[src/rtl/scl_timebase.sv]
module scl_timebase #(
  parameter int CC_LO_W = 7,
  parameter int CC_HI_W = 5,
  parameter int REG_W   = 8,
  parameter int BAND_W  = 3
) (
  input  logic              clk,
  input  logic              rst_n,
  input  logic              run,
  input  logic [REG_W-1:0]  ctl_reg,
  input  logic [REG_W-1:0]  ext_reg,
  input  logic [BAND_W-1:0] band_cfg,
  input  logic              scl_in,
  output logic              scl_o,
  output logic              low_tick,
  output logic              high_tick,
  output logic              sample_tick,
  output logic              hold_tick,
  output logic              cfg_err
);
  localparam int DIV_W = CC_LO_W + CC_HI_W;
  localparam int CNT_W = DIV_W + 2;

  typedef enum logic [1:0] {ST_IDLE, ST_LOW, ST_HIGH} phase_t;

  phase_t             phase;
  logic [CNT_W-1:0]   cnt;
  logic [DIV_W-1:0]   div_q;
  logic               fast_q;
  logic [BAND_W-1:0]  band_q;

  wire [DIV_W-1:0] div_live  = {ext_reg[CC_HI_W-1:0], ctl_reg[CC_LO_W-1:0]};
  wire             fast_live = ctl_reg[CC_LO_W];

  wire [CNT_W-1:0] div_w     = CNT_W'(div_q);
  wire [CNT_W-1:0] lo_last   = fast_q ? (div_w << 1) + CNT_W'(3) : div_w + CNT_W'(2);
  wire [CNT_W-1:0] hi_last   = div_w + CNT_W'(1);
  wire [CNT_W-1:0] hold_want = CNT_W'(band_q) + CNT_W'(1);
  wire [CNT_W-1:0] hold_idx  = (hold_want <= lo_last) ? hold_want : lo_last;

  wire period_end = (phase == ST_HIGH) && scl_in && (cnt == hi_last);
  wire start      = run && !cfg_err && ((phase == ST_IDLE) || period_end);

  assign cfg_err     = div_live < DIV_W'(2);
  assign scl_o       = (phase != ST_LOW);
  assign low_tick    = (phase == ST_LOW) && (cnt == '0);
  assign hold_tick   = (phase == ST_LOW) && (cnt == hold_idx);
  assign high_tick   = (phase == ST_HIGH) && scl_in && (cnt == '0);
  assign sample_tick = (phase == ST_HIGH) && scl_in && (cnt == ((div_w + CNT_W'(2)) >> 1));

  always_ff @(posedge clk or negedge rst_n) begin
    if (!rst_n) begin
      phase  <= ST_IDLE;
      cnt    <= '0;
      div_q  <= '0;
      fast_q <= 1'b0;
      band_q <= '0;
    end else if (!run) begin
      phase <= ST_IDLE;
      cnt   <= '0;
    end else if (start) begin
      phase  <= ST_LOW;
      cnt    <= '0;
      div_q  <= div_live;
      fast_q <= fast_live;
      band_q <= band_cfg;
    end else begin
      case (phase)
        ST_LOW:
          if (cnt == lo_last) begin
            phase <= ST_HIGH;
            cnt   <= '0;
          end else begin
            cnt <= cnt + CNT_W'(1);
          end
        ST_HIGH:
          if (period_end) begin
            phase <= ST_IDLE;
            cnt   <= '0;
          end else if (scl_in) begin
            cnt <= cnt + CNT_W'(1);
          end
        default: cnt <= '0;
      endcase
    end
  end

  assert_idle_when_off_R1: assert property (@(posedge clk) disable iff (!rst_n)
    !run |=> (scl_o && !low_tick && !hold_tick));

  assert_bad_div_idle_R5: assert property (@(posedge clk) disable iff (!rst_n)
    (cfg_err && phase == ST_IDLE) |=> scl_o);

  assert_strobes_exclusive_R6: assert property (@(posedge clk) disable iff (!rst_n)
    $onehot0({low_tick, high_tick, sample_tick}));

  assert_sample_line_high_R7: assert property (@(posedge clk) disable iff (!rst_n)
    sample_tick |-> scl_in);

  assert_stretch_pause_R9: assert property (@(posedge clk) disable iff (!rst_n)
    (run && phase == ST_HIGH && !scl_in) |=> (phase == ST_HIGH && $stable(cnt)));

  assert_cfg_frozen_low_R10: assert property (@(posedge clk) disable iff (!rst_n)
    (phase == ST_LOW) |=> ($stable(div_q) && $stable(fast_q) && $stable(band_q)));
endmodule

[config.mk]
export PLATFORM = sky130hd
export DESIGN_NAME = scl_timebase
export DESIGN_NICKNAME = d
export VERILOG_FILES = /design/src/rtl/scl_timebase.sv
export SDC_FILE = /design/constraint.sdc
export NUM_CORES = 1
export LEC_CHECK = 0
export ABC_AREA = 1
export BUFFER_PORTS_ARGS = -buffer_cell sky130_fd_sc_hd__buf_4
export CORE_MARGIN = 10
export CORE_UTILIZATION = 41
export CTS_CLUSTER_DIAMETER = 30
export DETAILED_ROUTE_END_ITERATION = 8
export SETUP_SLACK_MARGIN = 0.3
export SLEW_MARGIN = 20
export SYNTH_ARGS = -nofsm -noshare
export SYNTH_HDL_FRONTEND = slang
export SYNTH_SLANG_ARGS = --single-unit
export TNS_END_PERCENT = 30
[constraint.sdc]
create_clock -name clk -period 2.6 [get_ports clk]
set_clock_uncertainty 0.15 [all_clocks]
set_input_delay 0.26 -clock clk [delete_from_list [all_inputs] [get_ports clk]]
set_output_delay 0.26 -clock clk [all_outputs]
set_load 0.01 [all_outputs]
**Word level (Yosys, flattened, before mapping)**

Cells that the tools add are included.

- $lt $le $gt $ge: 2
- $add $sub $neg: 5
- Reductions and logical operators: 14
- Muxes and demuxes: 13
- Equality and inequality tests: 11

Operators by type and width:

| operator | number |
|---|---|
| two-way mux 14 bit | 7 |
| == test 14 bit | 2 |
| case mux 14 bit (2 select lines) | 1 |
| adder 13 x 2 -> 14 bit (second input constant) | 1 |
| adder 14 x 1 -> 14 bit (second input constant) | 1 |
| == test 14 x 12 -> 1 bit | 1 |
| == test 14 x 13 -> 1 bit | 1 |
| less-or-equal comparator 4 x 14 -> 1 bit | 1 |
| zero test 14 bit | 1 |
| adder 12 x 1 -> 13 bit (second input constant) | 1 |
| adder 12 x 2 -> 13 bit (second input constant) | 1 |
| < comparator 12 x 2 -> 1 bit (second input constant) | 1 |
| logical AND 1 bit | 8 |
| two-way mux 2 bit | 4 |
| inequality test 5 bit (second input constant) | 1 |
| adder 3 x 1 -> 4 bit (second input constant) | 1 |
| inequality test 4 x 1 -> 1 bit (second input constant) | 1 |
| inequality test 4 x 3 -> 1 bit (second input constant) | 1 |
| inequality test 4 bit (second input constant) | 1 |
| case mux 2 bit (2 select lines) | 1 |
| AND reduction 3 bit | 1 |
| == test 2 x 1 -> 1 bit (second input constant) | 1 |
| == test 2 bit (second input constant) | 1 |
| zero test 2 bit | 1 |
| 4 further kinds | 4 |

- Output and inout port bits: 6
- Input bits: 23
- Register bits after elaboration: 32

**Longest topological paths before layout**

Gate-level depths: netlist of the first run.

- Depth in word-level cells: 7
- Mapped depth: 22

**Worst setup path before layout of the first run**

Ideal clock, no wire load.

- Path type: register -> output
- Start point: register div_q[1]
- End point: output port hold_tick
- Cell stages (with the launch flop): 20
- Data arrival time: 2.520 ns
- Setup slack: -0.330 ns
- Cell sequence: dfrtp_1 > ha_1 > buf_2 > nand2_1 > nand3_1 > nand2_1 > inv_1 > ha_1 > nand2_1 > o21ai_0 > nand3_1 > nor2_1 > nand2_1 > nor2_2 > nand2_1 > o21ai_1 > nand2_1 > nor2_1 > nand2_1 > nor2_1

- Cells in the longest elaborated chain, start to end: 6

RTL lines:

| item | RTL line | text |
|---|---|---|
| start, declared | 28 | `logic [DIV_W-1:0] div_q;` |
| start signal, assigned | 64 | `div_q <= div_live;` |
| adder 13 x 2 -> 14 bit or adder 12 x 2 -> 13 bit (tied branches) | 36 | `wire [CNT_W-1:0] lo_last = fast_q ? (div_w << 1) + CNT_W'(3) : div_w + CNT_W'(2);` |
| two-way mux 14 bit (*) | 36 |  |
| less-or-equal comparator 4 x 14 -> 1 bit | 39 | `wire [CNT_W-1:0] hold_idx = (hold_want <= lo_last) ? hold_want : lo_last;` |
| two-way mux 14 bit (*) | 39 |  |
| == test 14 bit (*) | 47 | `assign hold_tick = (phase == ST_LOW) && (cnt == hold_idx);` |
| logical AND 1 bit (*) | 47 |  |
| end, declared | 18 | `output logic hold_tick,` |

Mark *: on every way between the ends. The rest lies on a longest branch, timed or not.

**Final worst setup path of the first run**

Same ends and word-level chain as after synthesis.

==> impl_metrics.py, run 1 <==
metrics = {
    "run_status": {
        "status": "complete, but fails checks",
        "failed_checks": "setup timing",
    },
    "global_routing": {
        "track_usage_pct": 17.4,
        "grt_overflow": 0,
        "grt_start_max_net_pins": 33,
        "antenna_found_initial": 0,
        "grt_pass1_vias": 3830,
        "grt_pass1_wl_mm": 18.3,
    },
    "critical_path": {
        "cp_max_fo": 6,
        "start_kind": "register",
        "cp-end-kind": "primary output",
        "worstPathArrival_ns": 2.78,
        "endpoint": "hold_tick",
        "crit_start": "div_q[1]$_DFFE_PN0P_",
        "r2r_cells": 18,
        "rr_startpoint": "div_q[1]$_DFFE_PN0P_",
        "r2r_end": "cnt[2]$_DFFE_PN0P_",
        "worst-setup-path-type": "register to primary output",
        "cp.required_ns": 2.19,
        "regToRegSetupSlack_ns": -0.16,
    },
    "cells_and_area": {
        "nNetsFinal": 681,
        "fill_cells": 824,
        "antenna_cells": 0,
        "final_util_pct": 56.2,
        "regArea_sq_um": 802,
        "drive_above_1_share_pct": 30.8,
        "final_area_sq_mm": 0.00464,
        "multi_input_area_sq_mm": 0.00260,
        "syn2layout_area_growth_pct": 33.0,
    },
    "clock_network": {
        "cts_buffers": 5,
        "clkLatencyLatePin_ns": 0.30,
        "cts_max_path_buffers": 2,
        "cts_root_buf": "clkbuf_8",
        "cts.sinks": 32,
        "cts_tree": "done",
        "path_clk_slew_ns": 0.07,
        "htree_levels": 2,
    },
    "power_and_ir_drop": {
        "power.density_mw_per_mm2": 1100,
        "power_leakage_nw": 2.38,
        "ir_drop_v": 0.000715,
    },
    "drt": {
        "wl_mm": 11.0,
        "vias": 3896,
        "first_pass_iters": 5,
        "wl_per_cell_microns": 14.6,
        "final_antenna_net_count": 0,
        "first_iter_violations": 181,
        "via_per_inst": 5.19,
        "drc_errors": 0,
    },
    "logic_synthesis": {
        "avgSynthCellArea_sq_um": 6.34,
        "yosysWarnings": 0,
        "synth_edf_count": 0,
        "synth_area_sq_mm": 0.00349,
        "synthCells": 551,
        "ys_ff_latch": 32,
        "ys_types": 39,
        "syn-num-nets": 586,
        "ys_seq_area_share_pct": 22.9,
        "synthArstFlopShare_pct": 100,
        "ys.flop_type": "dfrtp_1",
    },
    "sta": {
        "setup_ws_ns": -0.593,
        "period_needed_ns": 3.19,
        "drv_slew": 0,
        "max_freq_mhz": 313,
        "finalSetupTns_ns": -4.99,
        "rsz0062_at_grt": "true",
        "hold_violations": 0,
        "worstMarginPinSlew_ns": 0.504,
        "hold_ws_ns": 0.0433,
        "min_period_over_period_pct": 123,
        "slew-limit-headroom_pct": 66.1,
        "setup_viol": 33,
    },
    "floorplanning": {
        "core_area_sq_mm": 0.00826,
        "start_util_pct": 42.3,
        "num_io_pins": 29,
        "die-area_sq_mm": 0.0126,
        "die_h_microns": 112,
        "die_w_microns": 112,
        "core.rowCount": 33,
    },
    "run": {
        "maxCapViolCount": 0,
    },
    "worst_hold_path": {
        "hold_class": "input pin to register",
    },
    "placement": {
        "place_area_sq_mm": 0.00428,
        "gp_congestion": 0.951,
        "portBuffers": 25,
        "hpwl_mm": 8.52,
    },
}
==> how the worst min path moves through the flow <==
stage | to | from | depth (start not counted) | slack, ns
detailed placement | div_q[9]$_DFFE_PN0P_ | rst_n | 1 | 0.09
global placement | div_q[9]$_DFFE_PN0P_ | rst_n | 1 | 0.09
CTS | band_q[1]$_DFFE_PN0P_ | band_cfg[1] | 2 | 0.03
global route | band_q[2]$_DFFE_PN0P_ | band_cfg[2] | 2 | 0.04
finish | band_q[1]$_DFFE_PN0P_ | band_cfg[1] | 2 | 0.04
floorplan | band_q[0]$_DFFE_PN0P_ | rst_n | 0 | -0.19
==> flip-flops by register name, summed over array words and instances, names as in the netlist <==
name,cells
phase,2
fast_q,1
cnt,14
band_q,3
div_q,12
==> critical path, cell delays in order (launching register included) <==
cell     delay [ns]
dfrtp_2        0.45
ha_4           0.18
inv_2          0.06
nand2_2        0.05
nand2_2        0.06
nand2_1        0.07
nand2_2        0.09
inv_2          0.05
ha_4           0.26
nand2_2        0.04
o21ai_2        0.11
nand3_1        0.08
nor2_1         0.10
nand2_1        0.10
nor2_4         0.15
nand2_4        0.08
inv_1          0.08
nand2_1        0.07
nand3_1        0.07
nand3_1        0.09
nor2_2         0.11
buf_4          0.12
==> synthesized netlist by cell type (7+ instances only) <==
cell type / n / share of area (%)
nand2_2: 15 / 2.7
nor2_2: 12 / 2.1
nand4_1: 11 / 2.0
nand3_1: 77 / 11
dfrtp_1: 32 / 23
xor2_1: 20 / 5.0
buf_2: 10 / 1.4
a21oi_1: 19 / 2.7
nor2_1: 45 / 4.8
ha_1: 12 / 4.3
inv_1: 45 / 4.8
nand3_2: 7 / 2.0
nand2_1: 187 / 20
==> through the flow <==
| step | instances | setup WS, ns | power, mW |
|---|---|---|---|
| 5_1_grt | 751 | -0.844 | 5.60 |
| 6_report | 751 | -0.593 | 5.09 |
| 3_5_place_dp | 732 | -0.382 | 4.30 |
| 4_1_cts | 750 | -0.632 | 4.95 |
| 2_1_floorplan | 551 | -0.145 | 3.04 |
| 3_3_place_gp | 732 | -0.260 | 4.25 |
==> where the power goes <==
part	switching [mW]	total (mW)	internal, mW
registers	0.165	0.800	0.635
clock network	0.206	0.388	0.182
logic	2.16	3.91	1.75
total	2.53	5.09	2.56
==> final cells by class <==
class	count	share of cell area [%]
clock buffers	6	1.56
clock inverters	1	0.108
inverters	49	4.01
multi-input cells	454	56.0
flip-flops and latches	32	17.3
well taps	105	2.83
repair buffers	104	18.2
==> cell usage in the layout, fill, tap and decap left out, types with 8 or more instances in the layout <==
master   netlist  layout
nor2_1        45      38
a21oi_1       19      18
nand2_1      187     176
xor2_1        20      20
buf_4          1      93
nand3_2        7       9
dfrtp_1       32      31
inv_1         45      43
nand4_1       11      11
nand3_1       77      74
ha_1          12       8
nor2_2        12      16
nor2_4         6      12
nand2_2       15      22
==> routing by layer <==
layer	track usage (%)	wire (microns)
met4	6.18	265
met5	0	0
met2	29.3	5260
met3	2.40	552
met1	22.0	4900
==> cells by family (layout without fill, tap and decap cells) <==
group                    after synthesis  count (layout)  synth area share (%)
buffers and inverters                 68             160                  8.74
AO/OA/AOI/OAI                         31              31                  5.23
adder cells (fa/ha/maj)               12              12                  4.30
multiplexers                           3               3                  1.18
XOR/XNOR                              22              22                  5.52
flip-flops                            32              32                  22.9
AND/OR/NAND/NOR                      383             386                  52.1
==> what timing repair did <==
action	CTS	global route
gates cloned	3	0
endpoints found under the setup margin	34	36
buffers inserted	7	1
gates resized for setup	24	20
hold buffers	1	0
pin swaps	37	15
hold endpoints to repair	32	0
Power figures use the tool's default switching activity.
==> run 2, diff against run 1 <==
--- a/config.mk
+++ b/config.mk
@@ -11,7 +11,7 @@
 export CORE_UTILIZATION = 41
 export CTS_CLUSTER_DIAMETER = 30
 export DETAILED_ROUTE_END_ITERATION = 8
-export SETUP_SLACK_MARGIN = 0.3
+export SETUP_SLACK_MARGIN = 0.02
 export SLEW_MARGIN = 20
 export SYNTH_ARGS = -nofsm -noshare
 export SYNTH_HDL_FRONTEND = slang
==> constraint.sdc (replaced) <==
create_clock -name clk -period 4.1 [get_ports clk]
set_clock_uncertainty 0.15 [all_clocks]
set_input_delay 0.41 -clock clk [delete_from_list [all_inputs] [get_ports clk]]
set_output_delay 0.41 -clock clk [all_outputs]
set_load 0.01 [all_outputs]
==> impl_metrics.py, run 2 (synthesis gave the netlist of run 1 again) <==
metrics = {
    "run_status": {
        "status": "completed",
    },
    "drt": {
        "m1WireLength_mm": 4.40,
        "first_pass_iters": 5,
        "final_antenna_net_count": 0,
        "wl_mm": 9.83,
        "route.met2.wl_mm": 4.57,
        "first_iter_violations": 265,
        "drc_errors": 0,
        "wl_per_cell_microns": 14.6,
        "route.met3.wl_microns": 599,
        "vias": 3513,
        "via_per_inst": 5.23,
        "top_layer": "met4",
    },
    "cells_and_area": {
        "nNetsFinal": 602,
        "final_util_pct": 46.0,
        "final_common_cell": "nand2_1",
        "final_cell_mix": "nand2_1 (186), nand3_1 (77), inv_1 (45), nor2_1 (45), dfrtp_1 (31)",
        "drive_above_1_share_pct": 15.7,
        "reg_top3": "cnt: 14 flops, div_q: 12 flops, band_q: 3 flops",
        "largest_reg_flops": 14,
        "fill_cells": 905,
        "antenna_cells": 0,
        "top_register": "cnt",
        "syn2layout_area_growth_pct": 8.78,
    },
    "global_routing": {
        "grt_overflow": 0,
        "track_usage_pct": 15.6,
        "grt_pass1_vias": 3449,
        "antenna_found_initial": 0,
        "grt_start_max_net_pins": 33,
        "grt_pass1_wl_mm": 16.6,
    },
    "sta": {
        "max_freq_mhz": 268,
        "setup_viol": 0,
        "rsz0062_at_grt": "false",
        "worstMarginPinSlew_ns": 0.726,
        "hold_violations": 0,
        "finalSetupTns_ns": 0,
        "hold_ws_ns": 0.199,
        "drv_slew": 0,
        "min_period_over_period_pct": 90.8,
        "period_needed_ns": 3.72,
        "slew-limit-headroom_pct": 51.2,
    },
    "clock_network": {
        "htree_levels": 2,
        "cts_setup_buffers": 0,
        "cts_root_buf": "clkbuf_8",
        "path_clk_slew_ns": 0.07,
        "cts_max_path_buffers": 2,
        "clkLatencyLatePin_ns": 0.29,
        "cts.sinks": 32,
        "cts_tree": "done",
        "cts_buffers": 5,
    },
    "floorplanning": {
        "core.rowCount": 33,
        "start_util_pct": 42.3,
        "die-area_sq_mm": 0.0126,
        "num_io_pins": 29,
        "die_w_microns": 112,
        "die_h_microns": 112,
        "core_area_sq_mm": 0.00826,
    },
    "power_and_ir_drop": {
        "ir_drop_v": 0.000341,
        "power.density_mw_per_mm2": 652,
        "power_leakage_nw": 1.92,
    },
    "critical_path": {
        "cp.required_ns": 3.54,
        "worst-setup-path-type": "register to primary output",
        "cp_max_fo": 8,
        "worstPathArrival_ns": 3.16,
        "start_kind": "register",
        "cp-end-kind": "primary output",
    },
    "placement": {
        "hpwl_mm": 7.86,
        "portBuffers": 25,
        "gp_congestion": 0.909,
    },
    "worst_hold_path": {
        "hold_class": "input pin to register",
    },
    "run": {
        "maxCapViolCount": 0,
    },
}
==> run 2: per-stage QoR <==
step	instances	setup slack, ns	total power, mW	instance area (sq um)
2_1_floorplan	551	1.02	1.86	3490
3_3_place_gp	664	0.599	2.19	3700
3_5_place_dp	664	0.612	2.23	3700
4_1_cts	672	0.266	2.48	3790
5_1_grt	672	0.0422	2.75	3800
6_report	672	0.375	2.48	3800
==> run 2: final cells by class <==
class / count / area (sq um) / share of cell area, %
clock buffer: 6 / 72.6 / 1.91
clock inverter: 1 / 5.00 / 0.132
inverter: 49 / 184 / 4.84
multi-input combinational: 451 / 2390 / 62.9
sequential: 32 / 802 / 21.1
tap: 105 / 131 / 3.46
timing repair buffer: 28 / 213 / 5.60
==> run 2: final timing paths <==
| check | start | end | slack [ns] | cells past startpoint |
|---|---|---|---|---|
| min in group asynchronous | rst_n | div_q[9]$_DFFE_PN0P_ | 0.46 | 2 |
| worst min register to register | phase[0]$_DFFE_PN0P_ | phase[0]$_DFFE_PN0P_ | 0.40 | 2 |
| worst max register to register | div_q[1]$_DFFE_PN0P_ | cnt[9]$_DFFE_PN0P_ | 0.93 | 16 |
| worst min-delay path | band_cfg[0] | band_q[0]$_DFFE_PN0P_ | 0.20 | 2 |
| worst max-delay path | div_q[0]$_DFFE_PN0P_ | hold_tick | 0.38 | 21 |
| max in group asynchronous | rst_n | div_q[0]$_DFFE_PN0P_ | 3.00 | 2 |
==> run 2: routing by layer <==
| metal | GRT usage (%) | vias to the layer above |
|---|---|---|
| met3 | 2.61 | 26 |
| met2 | 25.6 | 93 |
| met4 | 5.75 | 0 |
| met1 | 19.9 | 1585 |
| met5 | 0 | - |
| li1 | - | 1809 |
==> run 2: worst max-delay path, cell delays in order, from the launching register on <==
cell and delay [ns]:
dfrtp_2 0.47, ha_1 0.25, inv_1 0.09, nand2_1 0.07, nand2_1 0.09, nand2_1 0.05, nand2_1 0.10, inv_1 0.08
ha_1 0.32, nand2_1 0.06, o21ai_0 0.20, nand3_1 0.09, nor2_1 0.12, nand2_1 0.07, nor2_2 0.15, nand2_2 0.12
nand2_1 0.10, nand3_1 0.07, nand2_1 0.09, nand3_1 0.07, nor2_1 0.10, buf_4 0.13
==> run 2: where the power goes <==
group / internal [mW] / leakage, nW / total (mW) / switching [mW]
registers: 0.402 / 0.398 / 0.546 / 0.144
clock network: 0.116 / 0.0410 / 0.241 / 0.125
logic: 0.598 / 1.48 / 1.69 / 1.09
==> run 2: repair_timing <==
action | 4_1_cts | 5_1_grt
gates resized for setup | 0 | 3
setup endpoints to repair | 0 | 1
hold buffers | 1 | 0
endpoints found under the hold margin | 32 | 0
==> run 3, diff against run 2 <==
--- a/config.mk
+++ b/config.mk
@@ -9,6 +9,7 @@
 export BUFFER_PORTS_ARGS = -buffer_cell sky130_fd_sc_hd__buf_4
 export CORE_MARGIN = 10
 export CORE_UTILIZATION = 41
+export CTS_BUF_LIST = sky130_fd_sc_hd__clkbuf_4 sky130_fd_sc_hd__clkbuf_8 sky130_fd_sc_hd__clkbuf_16
 export CTS_CLUSTER_DIAMETER = 30
 export DETAILED_ROUTE_END_ITERATION = 8
 export SETUP_SLACK_MARGIN = 0.02
==> impl_metrics.py, run 3 (synthesis gave the netlist of run 1 again) <==
metrics = {
    "sta": {
        "max_freq_mhz": 269,
        "rsz0062_at_grt": "false",
        "finalSetupTns_ns": 0,
        "hold_violations": 0,
        "period_needed_ns": 3.72,
        "slew-limit-headroom_pct": 51.3,
        "min_period_over_period_pct": 90.7,
        "setup_viol": 0,
        "worstMarginPinSlew_ns": 0.723,
        "setup_ws_ns": 0.382,
        "drv_slew": 0,
    },
    "cells_and_area": {
        "reg_top3": "cnt: 14 flops, div_q: 12 flops, band_q: 3 flops",
        "final_cell_mix": "nand2_1 (186), nand3_1 (77), inv_1 (45), nor2_1 (45), dfrtp_1 (31)",
        "fill_cells": 905,
        "regArea_sq_um": 802,
        "largest_reg_flops": 14,
        "antenna_cells": 0,
        "final_common_cell": "nand2_1",
        "drive_above_1_share_pct": 15.9,
        "top_register": "cnt",
        "syn2layout_area_growth_pct": 8.89,
        "multi_input_area_sq_mm": 0.00239,
        "nNetsFinal": 602,
    },
    "global_routing": {
        "grt_pass1_vias": 3452,
        "antenna_found_initial": 0,
        "grt.busiest_layer": "met2",
        "grt_start_max_net_pins": 33,
        "grt_overflow": 0,
        "met3_usage_pct": 2.61,
        "met2_usage_pct": 25.7,
        "track_usage_pct": 15.6,
        "grtUsageMet1_pct": 19.9,
        "grt_pass1_wl_mm": 16.7,
    },
    "drt": {
        "vias": 3514,
        "drc_errors": 0,
        "via_per_inst": 5.23,
        "final_antenna_net_count": 0,
        "first_iter_violations": 255,
        "first_pass_iters": 5,
        "wl_mm": 9.87,
        "wl_per_cell_microns": 14.7,
    },
    "clock_network": {
        "cts_root_buf": "clkbuf_8",
        "path_clk_slew_ns": 0.08,
        "clkLatencyLatePin_ns": 0.29,
        "cts.sinks": 32,
        "cts_max_path_buffers": 2,
        "cts_buffers": 5,
        "htree_levels": 2,
        "cts_tree": "done",
        "cts_setup_buffers": 0,
    },
    "placement": {
        "gp_congestion": 0.909,
        "hpwl_mm": 7.86,
        "portBuffers": 25,
        "pre_cts_ws_ns": 0.612,
    },
    "floorplanning": {
        "core.rowCount": 33,
        "die-area_sq_mm": 0.0126,
        "start_util_pct": 42.3,
        "num_io_pins": 29,
        "die_w_microns": 112,
        "core_area_sq_mm": 0.00826,
        "die_h_microns": 112,
    },
    "power_and_ir_drop": {
        "power.share.combinational_pct": 68.1,
        "power.switching_mw": 1.37,
        "ir_drop_v": 0.000346,
        "power.density_mw_per_mm2": 655,
        "p_seq_share_pct": 21.9,
        "cell_internal_pwr_mw": 1.12,
        "swShare_pct": 55.0,
        "power_leakage_nw": 1.92,
        "p_clk_share_pct": 10.0,
    },
    "critical_path": {
        "worstPathArrival_ns": 3.16,
        "rr_startpoint": "div_q[1]$_DFFE_PN0P_",
        "regToRegSetupSlack_ns": 0.92,
        "r2r_end": "cnt[9]$_DFFE_PN0P_",
        "worst-setup-path-type": "register to primary output",
        "cp_max_fo": 8,
        "cp-end-kind": "primary output",
        "start_kind": "register",
        "r2r_cells": 16,
        "cp.required_ns": 3.54,
    },
    "run": {
        "maxCapViolCount": 0,
    },
    "worst_hold_path": {
        "worstHoldStart": "band_cfg[0]",
        "hold_depth": 2,
        "hold_class": "input pin to register",
        "hold_path_end": "band_q[0]$_DFFE_PN0P_",
    },
    "run_status": {
        "status": "completed",
    },
}
## run 3: changes by cell type in the layout (fill, tap and decap cells not counted)
cell / before / now
clkbuf_1: 1 / 0
clkbuf_4: 0 / 1
## run 3: through the flow
stage	total power, mW	util [%]	instances	hold WS, ns	area [sq um]
finish	2.49	46.0	672	0.197	3800
global route	2.76	46.0	672	0.197	3800
CTS	2.49	46.0	672	0.192	3800
detailed placement	2.23	44.9	664	0.246	3700
global placement	2.19	44.9	664	0.243	3700
floorplan	1.86	-	551	-0.0356	3490
## run 3: worst max-delay path by stage
| stage | from | endpoint | cells past startpoint | slack [ns] |
|---|---|---|---|---|
| after CTS | div_q[1]$_DFFE_PN0P_ | hold_tick | 19 | 0.27 |
| final | div_q[0]$_DFFE_PN0P_ | hold_tick | 21 | 0.38 |
| after global placement | div_q[1]$_DFFE_PN0P_ | hold_tick | 19 | 0.60 |
| after global routing | div_q[0]$_DFFE_PN0P_ | hold_tick | 21 | 0.04 |
| after detailed placement | div_q[1]$_DFFE_PN0P_ | hold_tick | 19 | 0.61 |
| after floorplan | div_q[1]$_DFFE_PN0P_ | hold_tick | 19 | 1.02 |
## run 3: repair_timing
item | in CTS | in global routing
gates resized for setup | 0 | 3
hold buffers | 1 | 0
endpoints found under the setup margin | 0 | 1
hold endpoints to repair | 32 | 0
## run 3: worst max-delay path, stage by stage, from the launching register on
cell	delay [ns]
dfrtp_2	0.46
ha_1	0.25
inv_1	0.09
nand2_1	0.07
nand2_1	0.09
nand2_1	0.05
nand2_1	0.09
inv_1	0.08
ha_1	0.32
nand2_1	0.06
o21ai_0	0.20
nand3_1	0.09
nor2_1	0.12
nand2_1	0.07
nor2_2	0.15
nand2_2	0.12
nand2_1	0.10
nand3_1	0.07
nand2_1	0.09
nand3_1	0.07
nor2_1	0.10
buf_4	0.13
## run 3: layout make-up
cell class	count	area share [%]
multi-input cells	451	62.9
flip-flops and latches	32	21.1
repair buffers	28	5.59
inverters	49	4.84
well taps	105	3.46
clock buffers	6	2.01
clock inverters	1	0.132
## run 3: power by group through the flow
stage	clock, mW	combinational [mW]	sequential, mW
global placement	0	1.65	0.546
detailed placement	0	1.68	0.549
floorplan	0	1.36	0.501
CTS	0.254	1.69	0.544
global route	0.267	1.93	0.564
finish	0.248	1.70	0.546
## run 3: per-layer routing
metal  share of wire, %  up-vias
met5                  0        -
met4                2.5        0
met3                4.9       24
met2                 46       85
met1                 46     1596
li1                   -     1809
